<file path="config.mk">
export PLATFORM = sky130hd
export DESIGN_NAME = buzz_alarm_gen
export DESIGN_NICKNAME = d
export VERILOG_FILES = /design/src/rtl/buzz_pkg.sv /design/src/rtl/buzz_step_div.sv /design/src/rtl/buzz_duty_shaper.sv /design/src/rtl/buzz_env_gate.sv /design/src/rtl/buzz_alarm_gen.sv
export SDC_FILE = /design/constraint.sdc
export NUM_CORES = 1
export LEC_CHECK = 0
export BUFFER_PORTS_ARGS = -buffer_cell sky130_fd_sc_hd__clkbuf_2
export CORE_MARGIN = 5
export CORE_UTILIZATION = 45
export CTS_BUF_LIST = sky130_fd_sc_hd__clkbuf_16
export DETAILED_ROUTE_END_ITERATION = 10
export HOLD_SLACK_MARGIN = 0.08
export PLACE_DENSITY = 0.74
export SLEW_MARGIN = 10
export SYNTH_ARGS = -nofsm -noshare
export SYNTH_HDL_FRONTEND = slang
export SYNTH_SLANG_ARGS = --single-unit
</file>
<file path="constraint.sdc">
create_clock -name clk -period 1.6 [get_ports clk]
set_input_delay 0.24 -clock clk [delete_from_list [all_inputs] [get_ports clk]]
set_output_delay 0.24 -clock clk [all_outputs]
set_load 0.01 [all_outputs]
</file>
<file path="src/rtl/buzz_pkg.sv">
package buzz_pkg;

  typedef enum logic [1:0] {
    DUTY_QUARTER  = 2'b00,
    DUTY_THIRD    = 2'b01,
    DUTY_HALF     = 2'b10,
    DUTY_HALF_ALT = 2'b11
  } duty_e;

  typedef enum logic [2:0] {
    ENV_SILENT   = 3'b000,
    ENV_TAP_SLOW = 3'b001,
    ENV_TAP_MID  = 3'b010,
    ENV_TAP_FAST = 3'b011,
    ENV_STEADY   = 3'b100,
    ENV_RSV_A    = 3'b101,
    ENV_RSV_B    = 3'b110,
    ENV_TONE     = 3'b111
  } env_e;

  // index of the last step in one tone period
  function automatic logic [1:0] last_step(input duty_e d);
    case (d)
      DUTY_QUARTER: last_step = 2'd3;
      DUTY_THIRD:   last_step = 2'd2;
      default:      last_step = 2'd1;
    endcase
  endfunction

endpackage

</file>
<file path="src/rtl/buzz_step_div.sv">
module buzz_step_div
  import buzz_pkg::*;
#(
  parameter int DIV_W = 8
) (
  input  logic             clk,
  input  logic             rst,
  input  logic             base_tick,
  input  logic             cfg_we,
  input  logic [DIV_W-1:0] cfg_div,
  input  logic [1:0]       cfg_duty,
  input  logic             cfg_fast,
  output logic             step,
  output duty_e            step_duty
);

  logic [DIV_W-1:0] pend_div;
  duty_e            pend_duty;
  logic             pend_fast;
  logic             run_fast;
  logic [DIV_W-1:0] cnt_q;
  logic             tick_en;

  assign tick_en   = run_fast | base_tick;
  assign step      = tick_en && (cnt_q == '0);
  assign step_duty = pend_duty;

  always_ff @(posedge clk) begin
    if (rst) begin
      pend_div  <= '0;
      pend_duty <= DUTY_QUARTER;
      pend_fast <= 1'b1;
    end else if (cfg_we) begin
      pend_div  <= cfg_div;
      pend_duty <= duty_e'(cfg_duty);
      pend_fast <= cfg_fast;
    end
  end

  always_ff @(posedge clk) begin
    if (rst) begin
      cnt_q    <= '0;
      run_fast <= 1'b1;
    end else if (step) begin
      cnt_q    <= pend_div;
      run_fast <= pend_fast;
    end else if (tick_en) begin
      cnt_q    <= cnt_q - 1'b1;
    end
  end


  hold_without_tick_chk: assert property (@(posedge clk) disable iff (rst)
    (!run_fast && !base_tick) |=> $stable(cnt_q));


  source_at_boundary_chk: assert property (@(posedge clk) disable iff (rst)
    (cnt_q != '0) |=> $stable(run_fast));

endmodule

</file>
<file path="src/rtl/buzz_duty_shaper.sv">
module buzz_duty_shaper
  import buzz_pkg::*;
(
  input  logic  clk,
  input  logic  rst,
  input  logic  step,
  input  duty_e duty,
  output logic  tone
);

  logic [1:0] phase_q;
  logic [1:0] lim;

  assign lim  = last_step(duty);
  assign tone = (phase_q == 2'd0);

  always_ff @(posedge clk) begin
    if (rst) begin
      phase_q <= 2'd0;
    end else if (step) begin
      phase_q <= (phase_q >= lim) ? 2'd0 : phase_q + 2'd1;
    end
  end


  phase_moves_on_step_chk: assert property (@(posedge clk) disable iff (rst)
    !step |=> $stable(phase_q));


  half_duty_range_chk: assert property (@(posedge clk) disable iff (rst)
    (step && (duty == DUTY_HALF)) |=> (phase_q <= 2'd1));

endmodule

</file>
<file path="src/rtl/buzz_env_gate.sv">
module buzz_env_gate
  import buzz_pkg::*;
#(
  parameter int PRE_W    = 16,
  parameter int MASK_W   = 6,
  parameter int MASK_LSB = 10,
  parameter int TAP_LO   = 3
) (
  input  logic              clk,
  input  logic              rst,
  input  logic              env_we,
  input  logic [2:0]        env_sel,
  input  logic [MASK_W-1:0] env_mask,
  input  logic [PRE_W-1:0]  pre_lvl,
  input  logic              tone,
  output logic              bz,
  output logic              bzb
);

  localparam int TAP_FAST_IX = TAP_LO;
  localparam int TAP_MID_IX  = TAP_LO + 1;
  localparam int TAP_SLOW_IX = TAP_LO + 2;

  env_e              sel_q;
  logic [MASK_W-1:0] mask_q;
  logic              mask_ok;
  logic              gate;
  logic              src_hi;
  logic              bz_q;
  logic              bzb_q;
  logic              pre_unused;

  assign pre_unused = ^pre_lvl;

  always_ff @(posedge clk) begin
    if (rst) begin
      sel_q  <= ENV_SILENT;
      mask_q <= '0;
    end else if (env_we) begin
      sel_q  <= env_e'(env_sel);
      mask_q <= env_mask;
    end
  end

  assign mask_ok = &(~mask_q | pre_lvl[MASK_LSB +: MASK_W]);

  always_comb begin
    case (sel_q)
      ENV_TONE,
      ENV_STEADY:   gate = 1'b1;
      ENV_TAP_FAST: gate = pre_lvl[TAP_FAST_IX];
      ENV_TAP_MID:  gate = pre_lvl[TAP_MID_IX];
      ENV_TAP_SLOW: gate = pre_lvl[TAP_SLOW_IX];
      default:      gate = 1'b0;
    endcase
  end

  assign src_hi = (sel_q == ENV_STEADY) | tone;

  always_ff @(posedge clk) begin
    if (rst) begin
      bz_q  <= 1'b0;
      bzb_q <= 1'b0;
    end else begin
      bz_q  <= gate & mask_ok & src_hi;
      bzb_q <= gate & mask_ok & ~src_hi;
    end
  end

  assign bz  = bz_q;
  assign bzb = bzb_q;


  never_both_high_chk: assert property (@(posedge clk) disable iff (rst)
    !(bz_q && bzb_q));


  silent_code_chk: assert property (@(posedge clk) disable iff (rst)
    (sel_q == ENV_SILENT) |=> (!bz_q && !bzb_q));


  steady_code_chk: assert property (@(posedge clk) disable iff (rst)
    ((sel_q == ENV_STEADY) && mask_ok) |=> (bz_q && !bzb_q));


  mask_blocks_chk: assert property (@(posedge clk) disable iff (rst)
    !mask_ok |=> (!bz_q && !bzb_q));

endmodule

</file>
<file path="src/rtl/buzz_alarm_gen.sv">
module buzz_alarm_gen
  import buzz_pkg::*;
#(
  parameter int DIV_W    = 8,
  parameter int PRE_W    = 16,
  parameter int MASK_W   = 6,
  parameter int MASK_LSB = 10,
  parameter int TAP_LO   = 3
) (
  input  logic              clk,
  input  logic              rst,
  input  logic              base_tick,
  input  logic [PRE_W-1:0]  pre_lvl,
  input  logic              tone_we,
  input  logic [DIV_W-1:0]  tone_div,
  input  logic [1:0]        tone_duty,
  input  logic              tone_fast,
  input  logic              env_we,
  input  logic [2:0]        env_sel,
  input  logic [MASK_W-1:0] env_mask,
  output logic              bz,
  output logic              bzb
);

  logic  step;
  duty_e step_duty;
  logic  tone;

  buzz_step_div #(
    .DIV_W(DIV_W)
  ) i_div (
    .clk       (clk),
    .rst       (rst),
    .base_tick (base_tick),
    .cfg_we    (tone_we),
    .cfg_div   (tone_div),
    .cfg_duty  (tone_duty),
    .cfg_fast  (tone_fast),
    .step      (step),
    .step_duty (step_duty)
  );

  buzz_duty_shaper i_shape (
    .clk  (clk),
    .rst  (rst),
    .step (step),
    .duty (step_duty),
    .tone (tone)
  );

  buzz_env_gate #(
    .PRE_W    (PRE_W),
    .MASK_W   (MASK_W),
    .MASK_LSB (MASK_LSB),
    .TAP_LO   (TAP_LO)
  ) i_env (
    .clk      (clk),
    .rst      (rst),
    .env_we   (env_we),
    .env_sel  (env_sel),
    .env_mask (env_mask),
    .pre_lvl  (pre_lvl),
    .tone     (tone),
    .bz       (bz),
    .bzb      (bzb)
  );

endmodule

</file>
# Word level (Yosys, flattened, before mapping)
# Index checks and enable logic that the tools add are counted.
# word_totals
register_bits	33
input_bits	41
output_inout_bits	2
# classes
add_sub_neg	2
magnitude_cmp	1
n_eq_ne	6
mux	5
n_bitwise	8
n_reduce_logical	7
# op_table
cell	count
two-way mux 8 bit	2
zero test 8 bit	1
subtractor 8 x 1 -> 8 bit, second input constant	1
equality test 3 x 2 -> 1 bit, second input constant	2
equality test 3 bit, second input constant	2
NOT 6 bit	1
OR 6 bit	1
AND reduction 6 bit	1
zero test 2 bit	2
one-hot mux 1 bit (4 select lines)	1
one-hot mux 2 bit (2 select lines)	1
bitwise AND 1 bit	3
equality test 3 x 1 -> 1 bit, second input constant	1
adder 2 x 1 -> 2 bit, second input constant	1
equality test 2 x 1 -> 1 bit, second input constant	1
greater-or-equal comparator 2 bit	1
two-way mux 2 bit	1
OR 1 bit	2
nonzero test 2 bit	1
OR reduction 2 bit	1
logical AND 1 bit	1
NOT 1 bit	1

# Logic depth before layout (Yosys ltp)
# Gate-level depths: netlist (run 1).
# logic_depth
word_depth	5
ltp_mapped	7

# Cells and area by module
# From an unflattened synthesis (run 1), not the netlist that was laid out.
# hier_totals
cells_unflattened	163
hier_area_um2	1545.2
# modules_own_cells
module	n_inst	cells_per_inst	area_each_um2	seq_area_each_um2
buzz_step_div	1	96	875.8	400.4
buzz_env_gate	1	51	524.3	220.2
buzz_duty_shaper	1	16	145.1	40.0

# Worst setup path before layout (run 1)
# No wires, ideal clock.
# synth_path
path_type	reg2reg
from	register i_div.cnt_q[0]
to	register i_div.cnt_q[0]
arrival_ns	1.486
setup_slack_ns	0.039
stages_incl_launch_ff	8
synth_period_minus_slack_ns	1.561
path_cell_list	dfxtp_1 inv_1 ha_1 o21a_4 and3_1 buf_6 or3_1 a31oi_1
# synth_between
elab_chain_len	3
# synth_lines
item	line	text
start: declaration	buzz_step_div.sv:21	logic [DIV_W-1:0] cnt_q;
start signal: assignment	buzz_step_div.sv:45	cnt_q <= pend_div;
start signal: assignment	buzz_step_div.sv:48	cnt_q <= cnt_q - 1'b1;
subtractor 8 x 1 -> 8 bit or zero test 8 bit (tied branches)	buzz_step_div.sv:48, buzz_step_div.sv:25	
two-way mux 8 bit or logical AND 1 bit (tied branches)	buzz_step_div.sv:47, buzz_step_div.sv:25	
two-way mux 8 bit or nonzero test 2 bit (tied branches)	--	
# Several ways; a longest one is shown, not always the timed one. The select of a mux whose other input is x is not followed.
# A chain may end at the register's enable or synchronous reset.

# Final worst setup path (run 1)
# layout_path
from	register i_div.cnt_q[0]
to	register i_div.cnt_q[6]
# Same word-level chain as after synthesis.

==> metrics.md, run 1 <==
| Metric | Value |
|---|---|
| Final worst slack | `144 ps` |
| Clock tree root buffer cell | `clkbuf_16` |
| MaxCap Viol Count | `0` |
| Die area | `4550 µm²` |
| Initial antenna violation count | `0` |
| Critical Path Slowest Stage Cell | `or4_1` |
| Layout cell share with drive strength beyond 1 | `0.237` |
| Power Density | `1710 nW/µm²` |
| Reg-to-Reg Start | `i_div.cnt_q[0]$_SDFFE_PP0P_` |
| # setup viols final | `0` |
| Diode count | `0` |
| CTS tree | `built` |
| Design area | `1890 µm²` |
| Worst-Skew Late Latency | `270 ps` |
| I/O pins | `43` |
| Slew headroom | `0.736` |
| Floorplan row count | `20` |
| Wire length per cell | `12.0 µm` |
| Setup tns final | `0 ps` |
| Dpl cell area | `1720 µm²` |
| Port buffer count | `35` |
| Static Leakage | `0.884 nW` |
| Post-CTS setup buffer count | `0` |
| Req. time, crit path | `1800 ps` |
| FF-to-FF path depth | `6` |
| CTS Buf Count | `5` |
| Detail Placement HPWL | `2.36 mm` |
| Worst Skew | `3.43 ps` |
| Worst Setup End Kind | `flop` |
| Number of synthesized register bits | `33` |
| Power Total | `3.24 mW` |
| Synthesized area | `1490 µm²` |
| Critical path depth | `6` |
| Final #Nets | `255` |
| Post-Syn Instances | `169` |
| Worst slew pin tran | `396 ps` |
| Number of synthesized flops with an enable pin | `0` |
| Total Routing Usage GR | `0.155` |
| Starting DRT DRC Count | `31` |
| Gp weighted congestion | `0.848` |
| Core Box Area | `3100 µm²` |
| Peak Freq | `0.687 GHz` |
| CP endpoint | `i_div.cnt_q[6]$_SDFFE_PP0P_` |
| Final worst-path cycle share | `0.910` |
| Count leader, synth | `dfxtp_1` |
| Delay-heaviest family, CP | `simple AND/OR/NAND/NOR gates` |
| Fill count | `279` |
| Seq/Total Area, Yosys | `0.444` |
| Effective utilization at floorplan | `0.479` |
| CP arrival | `1660 ps` |
| Unrepaired setup endpoints after global routing | `no` |
| First-pass GRT wire length | `5.20 mm` |
| Hold Crit Start | `tone_fast` |
| DIE WIDTH | `67.5 µm` |
| Reg2reg end | `i_div.cnt_q[6]$_SDFFE_PP0P_` |
| R2r setup slk | `140 ps` |
| Worst Setup SP | `i_div.cnt_q[0]$_SDFFE_PP0P_` |
| Average cell area after synthesis | `8.80 µm²` |
| Ordered list of cells on the worst path | `inv_1 > ha_2 > o21a_4 > nand2_1 > or4_1 > a21oi_1` |
| Worst Path Buf+Inv | `1` |
| Area share of the largest cell type after synthesis | `0.444` |
| Vias in the first global route | `1177` |
| Hold WC Path Type | `primary input to flop` |
| Top post-synthesis cells by area | `dfxtp_1 (44%), mux2i_1 (14%), nor2_1 (7.1%)` |
| VDD IR-drop max | `1070 µV` |
| Largest net degree at the start of global routing | `13` |
| Top FF cell, synth | `dfxtp_1` |
| Synthesis-to-finish area growth | `27.0%` |
| Vias per cell | `4.96` |
| ANT nets after route | `0` |
| Vias | `1266` |
| Yosys cell types | `34` |
| Outcome | `complete, no violations` |
| Mapped Nets | `214` |
| Chip height | `67.5 µm` |
| DRT Pass-1 Iters | `4` |
| Crit Path Class | `flop to flop` |
| Worst-path clk slew | `50 ps` |
| Ys Warns | `0` |
| Synth area leader | `dfxtp_1` |
| Top post-synthesis cells by count | `dfxtp_1 (33), nor2_1 (28), mux2i_1 (21)` |
| CP Launch Type | `flop` |
| DR DRC count | `0` |
| Maximum fanout along the worst path | `6` |
| Setup WS pre-CTS | `143 ps` |
| Asr flop ratio synth | `0` |
| Number of clock sinks | `33` |
| Clock period minus worst slack | `1460 ps` |
| H-tree depth | `2` |
| Clock Path Buffers | `2` |
| Fin. Hold Viols | `0` |
| Crit-path max cell delay | `470 ps` |
| Max-slew violation count | `0` |
| Congestion Overflow GR | `0` |
| Final WL | `3.05 mm` |
[cell families (layout without fill, tap and decap cells)]
group / Yosys count / after routing / synth area share
compound gates: 25 / 25 / 0.106
fa+ha+maj: 4 / 4 / 0.0337
buf+inv: 17 / 59 / 0.0488
flops: 33 / 33 / 0.444
mux: 21 / 21 / 0.141
simple gates: 69 / 69 / 0.226
[per-layer routing]
layer / up-vias / share of wire / GRT usage
li1: 670 / - / -
met1: 564 / 0.46 / 0.182
met2: 28 / 0.48 / 0.253
met3: 4 / 0.049 / 0.0599
met4: 0 / 0.013 / 0.0608
met5: - / 0 / 0
[worst register-to-register path, delay by kind of cell, from the launching register on]
family          cells  cell delay (ps)
simple gates        2              540
flops               1              310
compound gates      2              290
fa+ha+maj           1              200
buf+inv             1               60
[metrics by stage]
step	hold WS, ps	std cells	util
floorplan	368	169	-
global placement	440	247	0.555
detailed placement	459	247	0.555
CTS	178	255	0.608
global route	209	255	0.608
finish	185	255	0.608
[what timing repair did]
item / 4_1_cts / 5_1_grt
hold buffers: 0 / 0
setup endpoints to repair: 0 / 1
resized for setup: 0 / 1
[how the worst min path moves through the flow]
stage,end,slack [ps],depth (start not counted)
floorplan,i_div.pend_fast$_SDFFE_PP1P_,370,2
global placement,i_shape.phase_q[0]$_SDFFE_PP0P_,440,2
detailed placement,i_div.run_fast$_SDFFE_PP1P_,460,2
CTS,i_div.pend_fast$_SDFFE_PP1P_,180,3
global route,i_env.mask_q[0]$_SDFFE_PP0P_,210,3
finish,i_div.pend_fast$_SDFFE_PP1P_,180,3
[layout by cell type, fill, tap and decap left out]
cell and n:
clkbuf_2 35, dfxtp_1 33, nor2_1 28, mux2i_1 21
nand2_1 14, inv_1 12, a21oi_1 10, nand3_1 6
o21ai_0 6, clkbuf_16 5, buf_4 5, nand2b_1 3
nand3b_1 3, nor3_1 3, or3_1 3, ha_1 3
a31oi_1 2, nor3_4 1, o21a_4 1, nor3_2 1
and3_1 1, nor3b_1 1, o21a_1 1, nor2b_1 1
a222oi_1 1, nand4_1 1, nor4_1 1, or4_1 1
a211o_1 1, o41ai_1 1, o22ai_1 1, and2_0 1
o311ai_0 1, ha_2 1, clkinv_1 1, bufinv_16 1
[state kept, by name (all words and copies together) (netlist names)]
signal	flops
i_env.mask_q	6
i_env.bzb	1
i_div.pend_fast	1
i_shape.phase_q	2
i_env.bz	1
i_div.run_fast	1
i_env.sel_q	3
i_div.step_duty	2
i_div.pend_div	8
i_div.cnt_q	8
[final cells by class]
class,instances,area [µm²],area share
Sequential cell,33,661,0.350
Clock buffer,5,125,0.0663
Multi-Input combinational cell,119,756,0.400
Timing Repair Buffer,40,213,0.113
Inverter,11,41.3,0.0219
Clock inverter,3,37.5,0.0199
Tap cell,44,55.1,0.0292
[power by group]
part | internal [mW] | switching, mW | total [mW] | leakage [nW]
registers | 0.979 | 0.143 | 1.12 | 0.272
logic | 0.514 | 0.568 | 1.08 | 0.529
clock network | 0.721 | 0.312 | 1.03 | 0.0826
No activity file was read; power rests on OpenSTA's default activity.
==> run 2, diff against run 1 <==
- CORE_UTILIZATION: 45 -> 54
- PLACE_DENSITY: 0.74 -> 0.83
- clock period: 1.6 -> 1.8 ns (I/O delays scaled with it)
==> run 2 against run 1 <==
Against the previous run:
- wire length rose by 7.3%
- clock power fell by 22%
- sequential power fell by 9%
- core utilization rose by 6.7 points
- worst hold slack improved by 32 ps
- sequential share of layout area rose by 1.5 points
- cell count fell by 6.7%
==> metrics.md, run 2 (synthesized netlist as in run 1, its figures left out) <==
| Metric | Value |
|---|---|
| Outcome | `complete, no violations` |
| DRT Pass-1 Iters | `4` |
| Worst slew pin tran | `415 ps` |
| Layout cell share with drive strength beyond 1 | `0.222` |
| Post-Place Cells | `230` |
| MaxCap Viol Count | `0` |
| Post-CTS Hold Fix Bufs | `0` |
| Number of clock sinks | `33` |
| Wire length per cell | `13.8 µm` |
| CP Launch Type | `flop` |
| Crit Path Class | `flop to flop` |
| Peak Freq | `0.607 GHz` |
| Max-slew violation count | `0` |
| Slew headroom | `0.720` |
| Synthesis-to-finish area growth | `22.1%` |
| Detail Placement HPWL | `2.42 mm` |
| Vias per cell | `5.51` |
| VDD IR-drop max | `1110 µV` |
| DR DRC count | `0` |
| Final worst slack | `152 ps` |
| Die area | `3900 µm²` |
| Critical Path Slowest Stage Cell | `dfxtp_1` |
| Layout Cells excl Fill | `238` |
| H-tree depth | `2` |
| Vias | `1312` |
| Worst-path clk slew | `50 ps` |
| Static Leakage | `0.851 nW` |
| Setup WS pre-CTS | `153 ps` |
| DIE WIDTH | `62.5 µm` |
| Worst Path Buf+Inv | `1` |
| Delay-heaviest family, CP | `simple AND/OR/NAND/NOR gates` |
| Port buffer count | `35` |
| Final WL | `3.27 mm` |
| Unrepaired setup endpoints after global routing | `no` |
| Chip height | `62.5 µm` |
| Congestion Overflow GR | `0` |
| Final #Nets | `251` |
| CP arrival | `1850 ps` |
| Diode count | `0` |
| CTS tree | `built` |
| Final worst-path cycle share | `0.915` |
| Ordered list of cells on the worst path | `inv_1 > ha_1 > o21a_4 > and3_1 > or3_1 > a31oi_1` |
| Req. time, crit path | `2000 ps` |
| Largest net degree at the start of global routing | `20` |
| Vias in the first global route | `1289` |
| Total Routing Usage GR | `0.179` |
| I/O pins | `43` |
| Worst-Skew Late Latency | `280 ps` |
| Core Box Area | `2690 µm²` |
| Setup tns final | `0 ps` |
| Starting DRT DRC Count | `70` |
| Power Density | `1500 nW/µm²` |
| Commonest non-fill, non-tap cell in the layout | `clkbuf_2` |
| Hold Worst Slack | `217 ps` |
| First-pass GRT wire length | `5.62 mm` |
| Hold WC Path Type | `primary input to flop` |
| Most frequent cells in the layout | `clkbuf_2 (35), dfxtp_1 (32), nor2_1 (28)` |
| Clock period minus worst slack | `1650 ps` |
| Crit-path max cell delay | `400 ps` |
| Initial antenna violation count | `0` |
| Clock Path Buffers | `2` |
| Worst Skew | `3.23 ps` |
| Worst Setup End Kind | `flop` |
| CTS Buf Count | `5` |
| Gp weighted congestion | `0.922` |
| # setup viols final | `0` |
| Floorplan row count | `19` |
| Maximum fanout along the worst path | `6` |
| Power Total | `2.73 mW` |
| Fin. Hold Viols | `0` |
| ANT nets after route | `0` |
| Largest registers | `i_div.cnt_q: 8 flops, i_div.pend_div: 8 flops, i_env.mask_q: 6 flops` |
| Effective utilization at floorplan | `0.553` |
| Clock tree root buffer cell | `clkbuf_16` |
## run 2: changes by cell type in the layout (fill, tap and decap cells not counted), sizes merged
cell / change
inv: -1
bufinv: -1
buf: -4
clkinv: +2
## run 2: area by class of cell
type / count / area, µm²
fillers: 226 / 871
inverters: 11 / 41.3
clock buffers: 5 / 125
clock inverters: 3 / 12.5
repair buffers: 36 / 183
multi-input cells: 119 / 753
flip-flops and latches: 33 / 662
well taps: 31 / 38.8
## run 2: final timing paths
path	slack [ps]	depth (start not counted)	end	from
hold reg to reg	470	2	i_shape.phase_q[0]$_SDFFE_PP0P_	i_shape.phase_q[0]$_SDFFE_PP0P_
hold / removal	220	3	i_div.pend_fast$_SDFFE_PP1P_	tone_fast
setup reg to reg	150	6	i_div.cnt_q[0]$_SDFFE_PP0P_	i_div.cnt_q[1]$_SDFFE_PP0P_
setup / recovery	150	6	i_div.cnt_q[0]$_SDFFE_PP0P_	i_div.cnt_q[1]$_SDFFE_PP0P_
## run 2: metrics by stage
stage                      util  area (µm²)
final                     0.676        1820
after global routing      0.676        1820
after CTS                 0.675        1810
after detailed placement  0.624        1680
after global placement    0.624        1680
after floorplan               -        1490
## run 2: worst reg2reg max path, stage by stage, from the launching register on
cell and delay [ps]:
dfxtp_1 400, inv_1 70, ha_1 220, o21a_4 150
and3_1 240, or3_1 330, a31oi_1 160
## run 2: metal layers
layer	vias to the layer above	GRT usage	share of wire
li1	658	-	-
met1	603	0.211	0.44
met2	45	0.294	0.48
met3	6	0.0486	0.060
met4	0	0.0955	0.021
met5	-	0	0
## run 2: power breakdown
group / internal, mW / switching [mW] / leakage, nW / total, mW
Clock: 0.499 / 0.304 / 0.0687 / 0.804
Combinational: 0.401 / 0.504 / 0.510 / 0.905
Sequential: 0.872 / 0.149 / 0.272 / 1.02
Total: 1.77 / 0.958 / 0.851 / 2.73
## run 2: timing repair
item	4_1_cts	5_1_grt
buffers inserted	0	0
resized for setup	0	1
setup endpoints to repair	0	1
